**config.mk**
```make
export PLATFORM = sky130hd
export DESIGN_NAME = subcarrier_resp_enc
export DESIGN_NICKNAME = d
export VERILOG_FILES = /design/src/rtl/resp_enc_pkg.sv /design/src/rtl/resp_halfbit_timer.sv /design/src/rtl/resp_bit_coder.sv /design/src/rtl/resp_frame_seq.sv /design/src/rtl/resp_mod_drive.sv /design/src/rtl/subcarrier_resp_enc.sv
export SDC_FILE = /design/constraint.sdc
export NUM_CORES = 1
export LEC_CHECK = 0
export BUFFER_PORTS_ARGS = -buffer_cell sky130_fd_sc_hd__buf_2
export CORE_MARGIN = 4
export CORE_UTILIZATION = 60
export CTS_CLUSTER_DIAMETER = 30
export CTS_CLUSTER_SIZE = 25
export DETAILED_ROUTE_END_ITERATION = 6
export PLACE_DENSITY = 0.79
export SYNTH_ARGS = -nofsm -noshare
export SYNTH_HDL_FRONTEND = slang
export SYNTH_HIERARCHICAL = 1
export SYNTH_SLANG_ARGS = --single-unit
```
**constraint.sdc**
```tcl
create_clock -name clk -period 3.4 [get_ports clk]
set_input_delay 0.34 -clock clk [delete_from_list [all_inputs] [get_ports clk]]
set_output_delay 0.34 -clock clk [all_outputs]
set_load 0.02 [all_outputs]
```
**src/rtl/resp_enc_pkg.sv**
```systemverilog
package resp_enc_pkg;
   typedef enum logic [1:0] {ST_IDLE, ST_SOF, ST_DATA, ST_EOF} frame_st_e;
   // framing patterns, most significant half-bit leaves first
   localparam logic [7:0] SOF_HB  = 8'b0001_1101;
   localparam logic [7:0] EOF_HB  = 8'b1011_1000;
   localparam int unsigned MARK_HB = 8;
endpackage

```
**src/rtl/resp_halfbit_timer.sv**
```systemverilog
module resp_halfbit_timer #(
   parameter int unsigned SUB_HALF = 16,
   parameter int unsigned PULSES   = 8
) (
   input  logic clk,
   input  logic rst,
   input  logic run,
   output logic hb_last,
   output logic sc_on
);
   localparam int unsigned HB_CYC = 2 * SUB_HALF * PULSES;
   localparam int unsigned TW     = $clog2(HB_CYC);
   localparam int unsigned SH_W   = $clog2(SUB_HALF);

   logic [TW-1:0] tcnt;

   always_ff @(posedge clk) begin
      if (rst || !run)  tcnt <= '0;
      else if (hb_last) tcnt <= '0;
      else              tcnt <= tcnt + 1'b1;
   end

   assign hb_last = run && (tcnt == TW'(HB_CYC - 1));
   // pulse phase: high in the first SUB_HALF cycles of each period
   assign sc_on   = ~tcnt[SH_W];
endmodule

```
**src/rtl/resp_bit_coder.sv**
```systemverilog
module resp_bit_coder #(
   parameter int unsigned DATA_W = 8
) (
   input  logic [DATA_W-1:0]   data,
   output logic [2*DATA_W-1:0] code
);
   localparam int unsigned CODE_W = 2 * DATA_W;

   // bit i lands in the i-th pair from the top, so LSB leaves first
   for (genvar i = 0; i < DATA_W; i++) begin : g_pair
      assign code[CODE_W-1-2*i -: 2] = data[i] ? 2'b01 : 2'b10;
   end
endmodule

```
**src/rtl/resp_frame_seq.sv**
```systemverilog
module resp_frame_seq
   import resp_enc_pkg::*;
#(
   parameter int unsigned DATA_W = 8
) (
   input  logic                clk,
   input  logic                rst,
   input  logic                hb_last,
   input  logic                in_valid,
   input  logic                in_first,
   input  logic                in_last,
   input  logic [2*DATA_W-1:0] in_code,
   output logic                in_ready,
   output logic                busy,
   output logic                hb_value
);
   localparam int unsigned CODE_W = 2 * DATA_W;
   localparam int unsigned CNT_W  = $clog2(CODE_W + 1);
   localparam int unsigned PAD_W  = CODE_W - MARK_HB;
   localparam logic [CNT_W-1:0]  CNT_CODE = CNT_W'(CODE_W);
   localparam logic [CNT_W-1:0]  CNT_MARK = CNT_W'(MARK_HB);
   localparam logic [CODE_W-1:0] SOF_WORD = CODE_W'(SOF_HB) << PAD_W;
   localparam logic [CODE_W-1:0] EOF_WORD = CODE_W'(EOF_HB) << PAD_W;

   frame_st_e         st;
   logic [CODE_W-1:0] shreg;
   logic [CODE_W-1:0] pend_code;
   logic [CNT_W-1:0]  left;
   logic              pend_last;
   logic              cur_last;
   logic              word_end;

   assign word_end = hb_last && (left == CNT_W'(1));
   assign in_ready = (st == ST_IDLE) || ((st == ST_DATA) && word_end && !cur_last);
   assign busy     = (st != ST_IDLE);
   assign hb_value = shreg[CODE_W-1];

   always_ff @(posedge clk) begin
      if (rst) begin
         st        <= ST_IDLE;
         shreg     <= '0;
         pend_code <= '0;
         left      <= '0;
         pend_last <= 1'b0;
         cur_last  <= 1'b0;
      end else begin
         unique case (st)
            ST_IDLE: begin
               if (in_valid && in_first) begin
                  shreg     <= SOF_WORD;
                  left      <= CNT_MARK;
                  pend_code <= in_code;
                  pend_last <= in_last;
                  st        <= ST_SOF;
               end
            end
            ST_SOF: begin
               if (word_end) begin
                  shreg    <= pend_code;
                  left     <= CNT_CODE;
                  cur_last <= pend_last;
                  st       <= ST_DATA;
               end else if (hb_last) begin
                  shreg <= shreg << 1;
                  left  <= left - 1'b1;
               end
            end
            ST_DATA: begin
               if (word_end) begin
                  if (!cur_last && in_valid) begin
                     shreg    <= in_code;
                     left     <= CNT_CODE;
                     cur_last <= in_last;
                  end else begin
                     shreg <= EOF_WORD;
                     left  <= CNT_MARK;
                     st    <= ST_EOF;
                  end
               end else if (hb_last) begin
                  shreg <= shreg << 1;
                  left  <= left - 1'b1;
               end
            end
            ST_EOF: begin
               if (word_end) begin
                  shreg <= '0;
                  left  <= '0;
                  st    <= ST_IDLE;
               end else if (hb_last) begin
                  shreg <= shreg << 1;
                  left  <= left - 1'b1;
               end
            end
            default: st <= ST_IDLE;
         endcase
      end
   end
endmodule

```
**src/rtl/resp_mod_drive.sv**
```systemverilog
module resp_mod_drive #(
   parameter bit ACTIVE_HIGH = 1'b1
) (
   input  logic busy,
   input  logic hb_value,
   input  logic sc_on,
   output logic mod_out
);
   logic level;
   assign level = busy & hb_value & sc_on;

   if (ACTIVE_HIGH) begin : g_hi
      assign mod_out = level;
   end else begin : g_lo
      assign mod_out = ~level;
   end
endmodule

```
**src/rtl/subcarrier_resp_enc.sv**
```systemverilog
module subcarrier_resp_enc #(
   parameter int unsigned DATA_W          = 8,
   parameter int unsigned SUB_HALF        = 16,
   parameter int unsigned PULSES          = 8,
   parameter bit          MOD_ACTIVE_HIGH = 1'b1
) (
   input  logic              clk,
   input  logic              rst,
   input  logic              in_valid,
   input  logic [DATA_W-1:0] in_data,
   input  logic              in_first,
   input  logic              in_last,
   output logic              in_ready,
   output logic              busy,
   output logic              mod_out
);
   if (SUB_HALF < 2 || (SUB_HALF & (SUB_HALF - 1)) != 0) begin : g_bad_sub
      $error("SUB_HALF must be a power of two of at least 2");
   end
   if (PULSES < 1) begin : g_bad_pulses
      $error("PULSES must be at least 1");
   end
   if (DATA_W < 4) begin : g_bad_width
      $error("DATA_W must be at least 4");
   end

   logic hb_last, sc_on, hb_value;
   logic [2*DATA_W-1:0] in_code;

   resp_bit_coder #(.DATA_W(DATA_W)) u_coder (
      .data (in_data),
      .code (in_code)
   );

   resp_halfbit_timer #(.SUB_HALF(SUB_HALF), .PULSES(PULSES)) u_timer (
      .clk     (clk),
      .rst     (rst),
      .run     (busy),
      .hb_last (hb_last),
      .sc_on   (sc_on)
   );

   resp_frame_seq #(.DATA_W(DATA_W)) u_seq (
      .clk      (clk),
      .rst      (rst),
      .hb_last  (hb_last),
      .in_valid (in_valid),
      .in_first (in_first),
      .in_last  (in_last),
      .in_code  (in_code),
      .in_ready (in_ready),
      .busy     (busy),
      .hb_value (hb_value)
   );

   resp_mod_drive #(.ACTIVE_HIGH(MOD_ACTIVE_HIGH)) u_drive (
      .busy     (busy),
      .hb_value (hb_value),
      .sc_on    (sc_on),
      .mod_out  (mod_out)
   );
endmodule

```
### Word level (Yosys, flattened, before mapping)

Index checks and enable logic that the tools add are counted.

* add/subtract/negate cells: 2
* multipliers: 0
* divide/modulo/power cells: 0
* $lt $le $gt $ge: 0
* eq/ne operators: 11
* shift-type cells: 0
* muxes and demuxes: 32
* bitwise gates (word level): 3
* reductions and logical operators: 17

Operators with widths (number)
* 16-bit 2-to-1 mux: 6
* 16-bit one-hot mux with 4 select lines: 1
* 5-bit 2-to-1 mux: 6
* 2-bit 2-to-1 mux: 13
* 5-bit one-hot mux with 4 select lines: 1
* 8-bit by 1-bit adder with 8-bit output (second input constant): 1
* 8-bit == test (second input constant): 1
* 2-bit one-hot mux with 4 select lines: 1
* 1-bit logical AND: 6
* 2-bit by 1-bit != test with 1-bit output (second input constant): 3
* 2-bit != test (second input constant): 3
* 5-bit by 1-bit == test with 1-bit output (second input constant): 1
* 5-bit AND reduction: 1
* 5-bit by 1-bit subtractor with 5-bit output (second input constant): 1
* 2-bit == test (second input constant): 2
* 4-bit AND reduction: 1
* 2-bit nonzero test: 2
* 1-bit 2-to-1 mux: 3
* 1-bit AND: 2
* 2-bit by 1-bit == test with 1-bit output (second input constant): 1
* 1-bit logical NOT: 2
* 2-bit logical NOT: 1
* 1-bit logical OR: 2
* 1-bit one-hot mux with 2 select lines: 1
* 3 further kinds: 3

* register bits after elaboration: 49
* latch bits: 0
* RAM bits: 0
* bits in read-only memories: 0
* input bits: 13
* output and inout port bits: 3
* logic and storage cells: 72
* memories: 0

### Logic depth before layout (Yosys ltp)

* depth after elaboration: 6
* depth in mapped cells: 10
* mapped depth without buffers: 9

### Hierarchy

The synthesis kept the hierarchy.

Modules (own cells, without submodules)
* resp_frame_seq: times used 1, cells each 262, area each 2150.8 um^2, seq. area each 820.8 um^2
* resp_halfbit_timer: times used 1, cells each 41, area each 352.8 um^2, seq. area each 160.2 um^2
* resp_bit_coder: times used 1, cells each 16, area each 90.1 um^2, seq. area each 0.0 um^2
* resp_mod_drive: times used 1, cells each 1, area each 6.3 um^2, seq. area each 0.0 um^2

### Least setup slack after synthesis

No wires, ideal clock.

* path type: register -> output
* from: reg u_seq.st[0]
* to: out in_ready
* arrival time: 2740 ps
* data required time: 3060 ps
* slack: 320 ps
* stages on the path, launching flop included: 11
* cells stage by stage: dfxtp_1 > inv_1 > ha_1 > inv_1 > nand3_1 > nor3_1 > or3b_1 > buf_2 > nor2_2 > nand2_1 > o21ai_0

* word-level cells in the longest chain between the ends: 6
* elaborated cells between the ends (all ways): 8
* those cells by class: eq/ne (1); reduce/logical (7)

Ends and longest elaborated chain
* start: declaration: line resp_frame_seq.sv:25 `frame_st_e st;`
* start signal: assignment: line resp_frame_seq.sv:40 `st <= ST_IDLE;`
* start signal: assignment: line resp_frame_seq.sv:54 `st <= ST_SOF;`
* start signal: assignment: line resp_frame_seq.sv:62 `st <= ST_DATA;`
* 2-bit nonzero test: line resp_frame_seq.sv:35 `assign busy = (st != ST_IDLE);`
* net busy: line subcarrier_resp_enc.sv:14 `output logic busy,`
* 1-bit logical AND: line resp_halfbit_timer.sv:23 `assign hb_last = run && (tcnt == TW'(HB_CYC - 1));`
* net hb_last: line subcarrier_resp_enc.sv:27 `logic hb_last, sc_on, hb_value;`
* 1-bit logical AND: line resp_frame_seq.sv:33 `assign word_end = hb_last && (left == CNT_W'(1));`
* 1-bit logical AND (2 in series): line resp_frame_seq.sv:34 `assign in_ready = (st == ST_IDLE) || ((st == ST_DATA) && word_end && !cur_last);`
* 1-bit logical OR: line resp_frame_seq.sv:34
* end: declaration: line subcarrier_resp_enc.sv:13 `output logic in_ready,`

The timed path passes the listed nets, and every way through them passes these cells.

### Final worst setup path

* from: reg u_seq.st[0]
* to: out in_ready

* word-level cells in the longest chain between the ends: 6
* elaborated cells between the ends (all ways): 8
* those cells by class: eq/ne (1); reduce/logical (7)

Ends and longest elaborated chain (line)
* 2-bit nonzero test: resp_frame_seq.sv:35
* 1-bit logical AND: resp_halfbit_timer.sv:23
* net hb_last: subcarrier_resp_enc.sv:27
* 1-bit logical AND: resp_frame_seq.sv:33
* 1-bit logical AND (2 in series): resp_frame_seq.sv:34
* 1-bit logical OR: resp_frame_seq.sv:34

The timed path passes the listed nets, and every way through them passes these cells.

==> reports/results.txt <==
status -> completed
drt total wl -> 5507 microns
detail-routed via count per cell -> 6.003
GPL Wtd Cong -> 0.8112
largest net degree at the start of global routing -> 41
Worst EP required -> 3.06 ns
max_cap viols -> 0
later-pin clock latency in the skew report -> 0.30 ns
post-CTS setup buffer count -> 0
top cell type's share of synthesized area -> 0.3773
DR iter-0 viols -> 198
Initial Util -> 0.6363
CTS Buffer Depth -> 2
total CTS buffers -> 5
clock skew -> 0.006590 ns
RSZ-0062 raised after global routing -> false
nets -> 343
# clock sinks -> 49
Layout area overhead -> 5.534%
layout cells sized above 1 -> 0.1389
die area -> 0.005450 sq mm
Slew @ Worst Pin -> 0.7371 ns
top cell type by total area after synthesis -> dfxtp_1
Hold Worst Slack -> 0.2867 ns
met2 global-route usage -> 0.3396
GR Layer Usage met3 -> 0.03830
CP Capture Type -> output pin
first-pass GRT wire length -> 9742 microns
Power Total -> 1.569 mW
Netlist cell types -> 48
core area -> 0.004086 sq mm
gr ovfl total -> 0
antenna diode count -> 0
initial antenna violation count -> 0
Max Slew Vio Count -> 0
CP Launch Type -> flip-flop
CTS tree -> built
Port Buffers -> 15
prevailing post-synth register cell -> dfxtp_1
Peak VDD IR -> 316.8 uV
io pins -> 16
synth warn -> 6
Syn Area/Cell -> 8.125 sq um
asr flop ratio synth -> 0
Syn Nets -> 340
number of synthesized flops with an enable pin -> 0
Final setup viols -> 0
CP max FO -> 8
DP Area -> 0.002661 sq mm
Place WS -> 0.8279 ns
HP Start -> in_last
Final TNS setup -> 0 ns
Mapped Cells -> 320
via count -> 2245
post-route antenna net violation count -> 0
vias in the first global route -> 2028
CP Class -> reg2out
DP Cell Count -> 366
root buf cell -> clkbuf_8
final worst slack -> 0.5042 ns
Final Cell Area -> 0.002744 sq mm
First-pass DRT Iterations -> 4
gr busiest metal -> met2
Die Wd -> 73.83 microns
HP Class -> in2reg
hold-fix buffers at CTS -> 0
Reg2Reg Setup Slack -> 0.88 ns
Mapped Area -> 0.002600 sq mm
Slew headroom -> 0.5086
CP startpoint -> u_seq/st[0]$_SDFFE_PP0P_
met1 usage -> 0.3252
Tmin final -> 2.896 ns
Util after Layout -> 0.6715
Post-CTS Resized -> 0
RR Startpoint -> u_seq/st[0]$_SDFFE_PP0P_
Routed wire per std cell -> 14.72 microns
gr usage total -> 0.2260
Detailed Place HPWL -> 3778 microns
Max Clock Freq -> 345.3 MHz
arrival time worst endpoint -> 2.56 ns
Finished Layout Cells -> 374
fin crit share -> 0.8517
DIE HEIGHT -> 73.83 microns
fraction of the yosys area taken by sequential cells -> 0.3773
synth top area cells -> dfxtp_1 38%, nand2_1 8.1%, a21oi_1 6.7%
clk slew on worst S/H paths -> 0.09 ns
row count -> 23
FF+latch count, synth -> 49
static leakage -> 0.9732 nW
DRC viols -> 0
Power Dens Cells -> 571.7 mW/mm^2
Final Hold Viols -> 0
htree depth -> 2
## report_power, final
group,total (mW),switching [mW],internal (mW)
registers,0.676,0.0423,0.634
logic,0.561,0.362,0.199
clock network,0.332,0.189,0.143
total,1.57,0.593,0.976
## worst max-delay path: stages (launching register included)
cell and delay [ns]:
dfxtp_1 0.37, inv_1 0.09, ha_1 0.21, inv_1 0.07, nand3_1 0.14, nor3_2 0.15
or3b_1 0.49, nor2_2 0.32, nand2_1 0.09, o21ai_0 0.14, buf_2 0.18
## final timing paths
check | to | depth (start not counted)
worst max-delay path | in_ready | 10
worst min register to register | u_seq/pend_last$_SDFFE_PP0P_ | 2
worst min-delay path | u_seq/pend_last$_SDFFE_PP0P_ | 3
worst max register to register | u_seq/left[3]$_SDFFE_PP0P_ | 10
## layout by cell type (no fill, tap or decap), types with 3 or more instances in the layout
cell type,count
nand2_1,56
dfxtp_1,49
a21oi_1,35
inv_1,17
buf_2,15
nor2_1,14
a22o_1,12
o21ai_0,9
nand3_1,9
a22oi_1,9
mux2_2,7
ha_1,7
buf_4,6
or3_1,6
clkbuf_8,5
mux2i_1,5
a31oi_1,5
nand2b_1,4
nor3_1,4
a211oi_1,3
o31ai_1,3
a311oi_1,3
a32oi_1,3
## Yosys cell counts (6+ instances only)
library cell and instances:
nand2_1 56, dfxtp_1 49, a21oi_1 35, inv_1 17
clkbuf_1 15, nor2_1 14, a22o_1 12, a22oi_1 9
nand3_1 9, o21ai_0 9, buf_4 8, ha_1 7
mux2_2 7, or3_1 6
## sequential cells by signal, summed over array words and instances, names as in the netlist
name and cells:
u_seq/cur_last 1, u_seq/left 5, u_seq/pend_code 16, u_seq/pend_last 1, u_seq/shreg 16, u_seq/st 2, u_timer/tcnt 8
## cell type report
| type | count | area (sq um) |
|---|---|---|
| timing repair buffer | 21 | 120.1 |
| sequential | 49 | 980.9 |
| clock buffer | 6 | 72.57 |
| multi-input combinational | 229 | 1434 |
| inverter | 17 | 63.81 |
| tap | 50 | 62.56 |
| fill | 358 | 1343 |
| clock inverter | 2 | 10.01 |
## cells by family (layout without fill, tap and decap cells)
| kind of cell | count (synthesis) | in the layout | synth area share |
|---|---|---|---|
| and+or+nand+nor | 114 | 114 | 0.2151 |
| AOI/OAI and AO/OA | 93 | 93 | 0.2411 |
| DFF | 49 | 49 | 0.3773 |
| buffers and inverters | 42 | 46 | 0.07315 |
| muxes | 12 | 12 | 0.04957 |
| adders and majority gates | 7 | 7 | 0.03368 |
| xor gates and xnor gates | 3 | 3 | 0.01011 |
## routing by layer
| layer | up-vias | share of wire | routed length, microns |
|---|---|---|---|
| met5 | - | 0 | 0 |
| met4 | 0 | 0.018 | 97 |
| met3 | 10 | 0.047 | 258 |
| met2 | 45 | 0.47 | 2601 |
| met1 | 1054 | 0.46 | 2549 |
| li1 | 1136 | - | - |
Power figures use the tool's default switching activity.
